`src/rtl/csk_pkg.sv`:
```
package csk_pkg;
  localparam int DataWidth  = 10;
  localparam int GroupWidth = 3;

  typedef struct packed {
    logic invertX;
    logic carryIn;
  } ctlStrobe_t;
endpackage

```
`src/rtl/csk_bit_stage.sv`:
```
module csk_bit_stage (
  input  logic a,
  input  logic b,
  input  logic cin,
  output logic prop,
  output logic sum,
  output logic cout
);
  logic gen;
  logic kill;

  always_comb begin
    prop = a ^ b;
    gen  = a & b;
    kill = ~a & ~b;
    sum  = prop ^ cin;
    if (gen)       cout = 1'b1;
    else if (kill) cout = 1'b0;
    else           cout = cin;
  end
endmodule

```
`src/rtl/csk_skip_group.sv`:
```
module csk_skip_group #(
  parameter int GW = 3
) (
  input  logic [GW-1:0] a,
  input  logic [GW-1:0] b,
  input  logic          cin,
  output logic [GW-1:0] sum,
  output logic          cout
);
  logic [GW:0]   rip;
  logic [GW-1:0] prop;
  logic          allProp;

  assign rip[0] = cin;

  for (genvar i = 0; i < GW; i++) begin : g_bit
    csk_bit_stage u_bit (
      .a   (a[i]),
      .b   (b[i]),
      .cin (rip[i]),
      .prop(prop[i]),
      .sum (sum[i]),
      .cout(rip[i+1])
    );
  end

  // explicit skip multiplexer
  always_comb begin
    allProp = &prop;
    cout    = allProp ? cin : rip[GW];
  end

  always_comb begin
    if (allProp) begin
      a_r5_skip_pass : assert (cout == cin);
    end
    if (!a[GW-1] && !b[GW-1]) begin
      a_r6_kill_blocks : assert (cout == 1'b0);
    end
  end
endmodule

```
`src/rtl/csk_control.sv`:
```
module csk_control
  import csk_pkg::*;
(
  input  logic       subMode,
  output ctlStrobe_t strobe
);
  always_comb begin
    strobe.invertX = subMode;
    strobe.carryIn = subMode;
  end
endmodule

```
`src/rtl/csk_datapath.sv`:
```
module csk_datapath
  import csk_pkg::*;
#(
  parameter int W = DataWidth,
  parameter int G = GroupWidth
) (
  input  logic [W-1:0] opY,
  input  logic [W-1:0] opX,
  input  ctlStrobe_t   strobe,
  output logic [W-1:0] result,
  output logic         carryOut
);
  localparam int NumGroups = (W + G - 1) / G;

  logic [W-1:0]       xEff;
  logic [NumGroups:0] grpCarry;

  assign xEff        = opX ^ {W{strobe.invertX}};
  assign grpCarry[0] = strobe.carryIn;

  for (genvar g = 0; g < NumGroups; g++) begin : g_grp
    localparam int Lo = g * G;
    localparam int Hi = ((Lo + G) < W) ? (Lo + G - 1) : (W - 1);
    localparam int Gw = Hi - Lo + 1;

    csk_skip_group #(.GW(Gw)) u_grp (
      .a   (opY[Hi:Lo]),
      .b   (xEff[Hi:Lo]),
      .cin (grpCarry[g]),
      .sum (result[Hi:Lo]),
      .cout(grpCarry[g+1])
    );
  end

  assign carryOut = grpCarry[NumGroups];
endmodule

```
`src/rtl/csk_addsub.sv`:
```
module csk_addsub
  import csk_pkg::*;
#(
  parameter int W = DataWidth,
  parameter int G = GroupWidth
) (
  input  logic [W-1:0] opY,
  input  logic [W-1:0] opX,
  input  logic         subMode,
  output logic [W-1:0] result,
  output logic         carryOut
);
  ctlStrobe_t strobe;

  csk_control u_ctl (
    .subMode(subMode),
    .strobe (strobe)
  );

  csk_datapath #(.W(W), .G(G)) u_dp (
    .opY     (opY),
    .opX     (opX),
    .strobe  (strobe),
    .result  (result),
    .carryOut(carryOut)
  );

  always_comb begin
    if (!subMode) begin
      a_r1_sum_value : assert (result == W'(opY + opX));
      a_r2_overflow  : assert (carryOut == ({1'b0, opY} + {1'b0, opX} > {1'b0, {W{1'b1}}}));
    end else begin
      a_r3_diff_value : assert (result == W'(opY - opX));
      a_r4_valid_flag : assert (carryOut == (opY >= opX));
    end
  end
endmodule

```
`config.mk`:
```
export PLATFORM = sky130hd
export DESIGN_NAME = csk_addsub
export DESIGN_NICKNAME = d
export VERILOG_FILES = /design/src/rtl/csk_pkg.sv /design/src/rtl/csk_bit_stage.sv /design/src/rtl/csk_skip_group.sv /design/src/rtl/csk_control.sv /design/src/rtl/csk_datapath.sv /design/src/rtl/csk_addsub.sv
export SDC_FILE = /design/constraint.sdc
export NUM_CORES = 1
export LEC_CHECK = 0
export CAP_MARGIN = 0
export CORE_AREA = 2 2 39 41
export DETAILED_ROUTE_END_ITERATION = 7
export DIE_AREA = 0 0 41 43
export DONT_BUFFER_PORTS = 1
export PLACE_DENSITY = 0.67
export SLEW_MARGIN = 25
export SYNTH_ARGS = -nofsm -noshare
export SYNTH_HDL_FRONTEND = slang
export SYNTH_SLANG_ARGS = --single-unit
```
`constraint.sdc`:
```
create_clock -name vclk -period 10.2
set_clock_uncertainty 0.05 [all_clocks]
set_input_delay 2.04 -clock vclk [all_inputs]
set_output_delay 2.04 -clock vclk [all_outputs]
set_load 0.1 [all_outputs]
```
Word-level counts from Yosys, hierarchy flattened

Index checks and enable logic that the tools add are counted.

Add/sub/neg operators: 0
Eq/ne operators: 0
Magnitude comparators: 0
$mul: 0
Bitwise gates (word level): 61
Shifts and indexed selects: 0
Reduce and logical (&&, ||, !) cells: 3
Multiplexer cells: 24
Div/mod/pow operators: 0

Operator list:

| cell             | number |
|---|---|
| $mux 1           | 24 |
| $and 1x1->1      | 20 |
| $not 1->1        | 20 |
| $xor 1x1->1      | 20 |
| $xor 10x10->10   | 1 |
| $reduce_and 3->1 | 3 |

Bits of input ports: 21
Latch bits: 0
Bits in read-only memories: 0
Logic and storage cells: 88
Register bits: 0
Output and inout port bits: 11
Memories: 0
RAM bits: 0

Depth between registers and ports, before layout

Word-level depth: 27
Gate-level depth with buffers: 19
Gate-level depth less buffers: 17

By module

From an unflattened synthesis, not the netlist that was laid out.

Cell total of the unflattened synthesis: 60
Area total of the unflattened synthesis: 589.3 um^2

Modules (own cells, without submodules):

| module                                   | seq. area each (um^2) | area an instance (um^2) | instances | cells each |
|---|---|---|---|---|
| csk_bit_stage                            | 0.0                   | 40.0                    | 10        | 4 |
| csk_datapath                             | 0.0                   | 98.8                    | 1         | 11 |
| csk_skip_group (u_dp.g_grp[0].u_grp ...) | 0.0                   | 20.0                    | 3         | 2 |
| csk_control                              | 0.0                   | 15.0                    | 1         | 2 |
| csk_skip_group (u_dp.g_grp[3].u_grp)     | 0.0                   | 15.0                    | 1         | 1 |

Worst setup path before layout

No wires, ideal clock.

Path kind: input-to-output
Start: input port subMode
End: output port carryOut
Data required time: 8.110 ns
Arrival time: 6.807 ns
Stages on the path: 18
Path slack: 1.303 ns
Path buffers: 1
Cells stage by stage: buf_2 -> xnor2_1 -> fa_1 -> fa_1 -> a31o_2 -> o21a_1 -> fa_1 -> fa_1 -> fa_1 -> nand2_1 -> nand2_1 -> fa_1 -> fa_1 -> inv_1 -> fa_1 -> a22oi_2 -> fa_1 -> inv_1

Cells in the longest elaborated chain, start to end: 27
Elaborated cells between the ends (all ways): 68
Those cells by class: 24 x mux; 41 x bitwise; 3 x reduce/logical

RTL lines:

| item            | line                 | source |
|---|---|---|
| from (decl)     | csk_addsub.sv:9      | `input logic subMode,` |
| $xor 10x10->10  | csk_datapath.sv:18   | `assign xEff = opX ^ {W{strobe.invertX}};` |
| $not 1->1       | csk_bit_stage.sv:15  | `kill = ~a & ~b;` |
| $and 1x1->1     | csk_bit_stage.sv:15  |  |
| $mux 1          | csk_bit_stage.sv:18  | `else if (kill) cout = 1'b0;` |
| $mux 1          | csk_bit_stage.sv:17  | `if (gen) cout = 1'b1;` |
| $mux 1          | csk_bit_stage.sv:18  |  |
| $mux 1          | csk_bit_stage.sv:17  |  |
| $mux 1          | csk_bit_stage.sv:18  |  |
| [11 not listed] | -                    |  |
| $mux 1          | csk_bit_stage.sv:18  |  |
| $mux 1          | csk_bit_stage.sv:17  |  |
| $mux 1          | csk_bit_stage.sv:18  |  |
| $mux 1          | csk_bit_stage.sv:17  |  |
| $mux 1          | csk_skip_group.sv:30 | `cout = allProp ? cin : rip[GW];` |
| $mux 1          | csk_bit_stage.sv:18  |  |
| $mux 1          | csk_bit_stage.sv:17  |  |
| $mux 1 *        | csk_skip_group.sv:30 |  |
| to (decl)       | csk_addsub.sv:11     | `output logic carryOut` |

Mark *: on every way between the ends. The rest lies on a longest branch, timed or not.

Worst setup path in the final report

Start: input port subMode
End: output port result[9]

Cells in the longest elaborated chain, start to end: 25
Elaborated cells between the ends (all ways): 63
Those cells by class: 21 x mux; 39 x bitwise; 3 x reduce/logical

RTL lines:

| item           | line                 | source |
|---|---|---|
| $xor 10x10->10 | csk_datapath.sv:18   |  |
| $not 1->1      | csk_bit_stage.sv:15  |  |
| $and 1x1->1    | csk_bit_stage.sv:15  |  |
| $mux 1         | csk_bit_stage.sv:18  |  |
| $mux 1         | csk_bit_stage.sv:17  |  |
| $mux 1         | csk_bit_stage.sv:18  |  |
| $mux 1         | csk_bit_stage.sv:17  |  |
| $mux 1         | csk_bit_stage.sv:18  |  |
| [9 not listed] | -                    |  |
| $mux 1         | csk_bit_stage.sv:18  |  |
| $mux 1         | csk_bit_stage.sv:17  |  |
| $mux 1         | csk_bit_stage.sv:18  |  |
| $mux 1         | csk_bit_stage.sv:17  |  |
| $mux 1         | csk_bit_stage.sv:18  |  |
| $mux 1         | csk_bit_stage.sv:17  |  |
| $mux 1         | csk_skip_group.sv:30 |  |
| $xor 1x1->1 *  | csk_bit_stage.sv:16  | `sum = prop ^ cin;` |
| to (decl)      | csk_addsub.sv:10     | `output logic [W-1:0] result,` |

Marks and branches as above.

==> results.md <==
Status:
- The run finished with clean final reports.

Yosys:
- The proportion of synthesized chip area in sequential cells is 0.
- The share of Yosys cell area claimed by the top area cell type is 0.2892.
- The mean cell area of the mapped netlist is 8.654 um^2.
- The number of standard cells after synthesis is 72.
- By area the synthesized netlist is led by fa_1 (29%), ha_1 (16%), inv_1 (13%).
- Summed over all instances, the cell type with the most area after synthesis is fa_1.
- The Yosys step of the flow raised 0 warnings.
- The unique cell type count in the Yosys netlist is 16.
- The number of nets produced by synthesis is 110.
- The commonest cells after synthesis are inv_1 (22), buf_4 (10), fa_1 (9).
- After synthesis the cells add up to 623.1 um^2.
- By instance count, the leading cell after synthesis is inv_1.

Pwr:
- The net switching power of the design is between 0.0001 and 0.00015 W.
- Of the total power, the share spent switching nets is 0.8738.
- Of the total power, registers draw 0.
- The share of total power dissipated in combinational logic is 1.000.
- In this run the power density over the cells is around 230 mW/mm^2.
- The cell-internal power is 0.00001667 W.
- The maximum ir drop on the vdd rail is 0.1494 mV.
- For this design the static power due to leakage is 0.3139 nW.
- The clock network fraction of total power is 0.

Layout:
- In the final layout, the multi-input gates occupy about 460 um^2.
- The net total in the final layout is between 100 and 150.
- The count of antenna diodes in the layout is 0.
- The layout has 0 clock buffers.
- Registers take 0 um^2.
- Of the cells placed in the final design, the portion with a size suffix greater than 1 is 0.08065.
- The fill cell instance count of the final layout is 141.
- From synthesis to final layout, the design area changed by -8.434%.
- Sequential cells placed in the final layout were counted as 0.

Global routing:
- The number of antenna violations at the first check in global routing is 0.
- The first-pass GRT wire length is ~1.2 mm.
- The via count of the first global-routing pass is 349.
- After global routing the overflow that remains totals 0.
- The largest net degree at the start of global routing is 12.
- In the global route stage, overall resource usage came out at 0.09524.

STA:
- In the final timing run, aggregate negative setup slack is 0 ps.
- The max-slew violation count was 0.
- The worst-case headroom to the max-slew limit is 0.3447.
- Of the available clock period, the critical path in the final layout requires 0.8727.
- Setup repair after global routing left no endpoint under its margin.
- The final period demand of the worst path is a little under 9000 ps.
- The number of hold violations in the final report is 0.
- The worst path meets setup with 1298 ps of slack.
- The actual slew at the worst max-slew pin is between 900 and 1000 ps.
- For this run, the top clock speed supported by timing is 0.1123 GHz.
- Setup violations remaining at the end of the flow were counted as 0.

Clock tree:
- The number of setup buffers added after CTS is 0.
- The post-CTS resize count is 0.
- Hold repair after CTS inserted 0 buffers.

Floorplanning:
- For this design the top-level I/O count stands at 32.
- The overall die area is 0.001763 mm^2.
- The height of the chip is roughly 43 um.
- The initial utilization of the core area, before any placement, comes to 0.4503.
- The core outline area is 0.001384 mm^2.
- The die is 41 um wide.
- The count of standard-cell rows is 14.

Worst setup path:
- The worst path arrival time is slightly below 7000 ps.
- At the worst endpoint, the required time is 8110 ps.
- The worst setup path is captured at an output port.
- In this run the worst path has a maximum fanout of 11.
- Traced cell by cell, the critical path runs through xnor2_1, fa_1, fa_1, a31o_2, o21a_1, fa_1, fa_1, fa_1, nand2_1, nand2_1, fa_1, fa_1, inv_1, fa_1, a22oi_2, fa_1, inv_1.
- The highest cell delay on the worst timing path is 620 ps.
- The cell with the most instances on the worst path is fa_1.
- STA classifies the critical path startpoint as an input pin.
- In this run the number of cells on the critical path is 17.
- The critical path contains buffers and inverters numbering 2 combined.
- Following the worst setup path forward leads to its endpoint at result[9].
- Among cell families on the critical path, the largest total delay comes from adder cells.
- The critical path starts at subMode.
- The setup path with the least slack is of type input pin to output port.
- The cell type of the slowest stage on the worst timing path is inv_1.

Drt:
- The total vias in the final route is 357.
- The aggregate routed wire length is 759 um.
- The count of antenna-violating nets left after detailed routing is 0.
- The DRC violations left is 0.
- Dividing the detail-routed via count by the number of cells gives 4.577.
- The starting DRC count in detailed routing is 0.
- The number of optimization iterations in the first detailed-route pass is 1.
- The average detailed-routed wire length per instance is 9.731 um.

Flow run:
- Max-cap violations in this run came to 0.

Hold path:
- The worst hold path belongs to the class input pin to output port.

Placed design:
- The worst slack after detailed placement is 1271 ps.
- The count of buffers added on input and output ports is 0.
- Routability-driven placement finished with a final weighted congestion of 0.6744.
- After legalization and detailed placement, the total HPWL measured around 750 um.
[placed cells by master, fill, tap and decap left out]
master    count
a21oi_1       1
a22oi_2       1
a31o_2        1
buf_4         1
fa_1          9
ha_1          8
inv_1        22
mux2i_1       1
nand2_1       3
nand3_1       2
o211ai_2      1
o21a_1        2
xnor2_1       8
xor2_1        1
xor2_2        1
[per-layer routing]
metal  GRT usage  wire (um)  vias up
met3           0         44        0
met1      0.1126        287      169
met4           0          0        0
met5           0          0        -
li1            -          -      174
met2      0.1875        426       14
[final cells by class]
type	instances	area share
Timing Repair Buffer	1	0.01316
Inverter	22	0.1447
Multi-Input combinational cell	39	0.8070
Tap cell	16	0.03509
[cell families after synthesis]
logic type,Yosys count,synth area share
buffers and inverters,33,0.2610
adder cells (fa/ha/maj),17,0.4498
multiplexers,1,0.01606
AND/OR/NAND/NOR,5,0.03414
AO/OA/AOI/OAI,6,0.08633
XOR/XNOR,10,0.1526
[how the worst min path moves through the flow]
stage | from | to | slack, ps | depth (start not counted)
global placement | opY[0] | result[0] | 4320 | 2
global route | opY[0] | result[0] | 4330 | 2
floorplan | opY[0] | result[0] | 4310 | 2
detailed placement | opY[0] | result[0] | 4320 | 2
finish | opY[0] | result[0] | 4320 | 2
CTS | opY[0] | result[0] | 4320 | 2
[power groups by stage]
stage / Clock, W / Combinational [W] / Sequential, W
after floorplan: 0 / 0.000144 / 0
after global placement: 0 / 0.000133 / 0
after detailed placement: 0 / 0.000133 / 0
after CTS: 0 / 0.000133 / 0
after global routing: 0 / 0.000140 / 0
final: 0 / 0.000132 / 0
[metrics by stage]
step                utilization  hold WS [ps]  std cells  total power (W)  instance area, um^2
finish                   0.4123          4320         78        0.0001321                570.5
floorplan                     -          4306         72        0.0001444                623.1
detailed placement       0.4123          4325         78        0.0001333                570.5
global route             0.4123          4334         78        0.0001396                570.5
global placement         0.4123          4320         78        0.0001329                570.5
CTS                      0.4123          4325         78        0.0001335                570.5
Power figures use the tool's default switching activity.
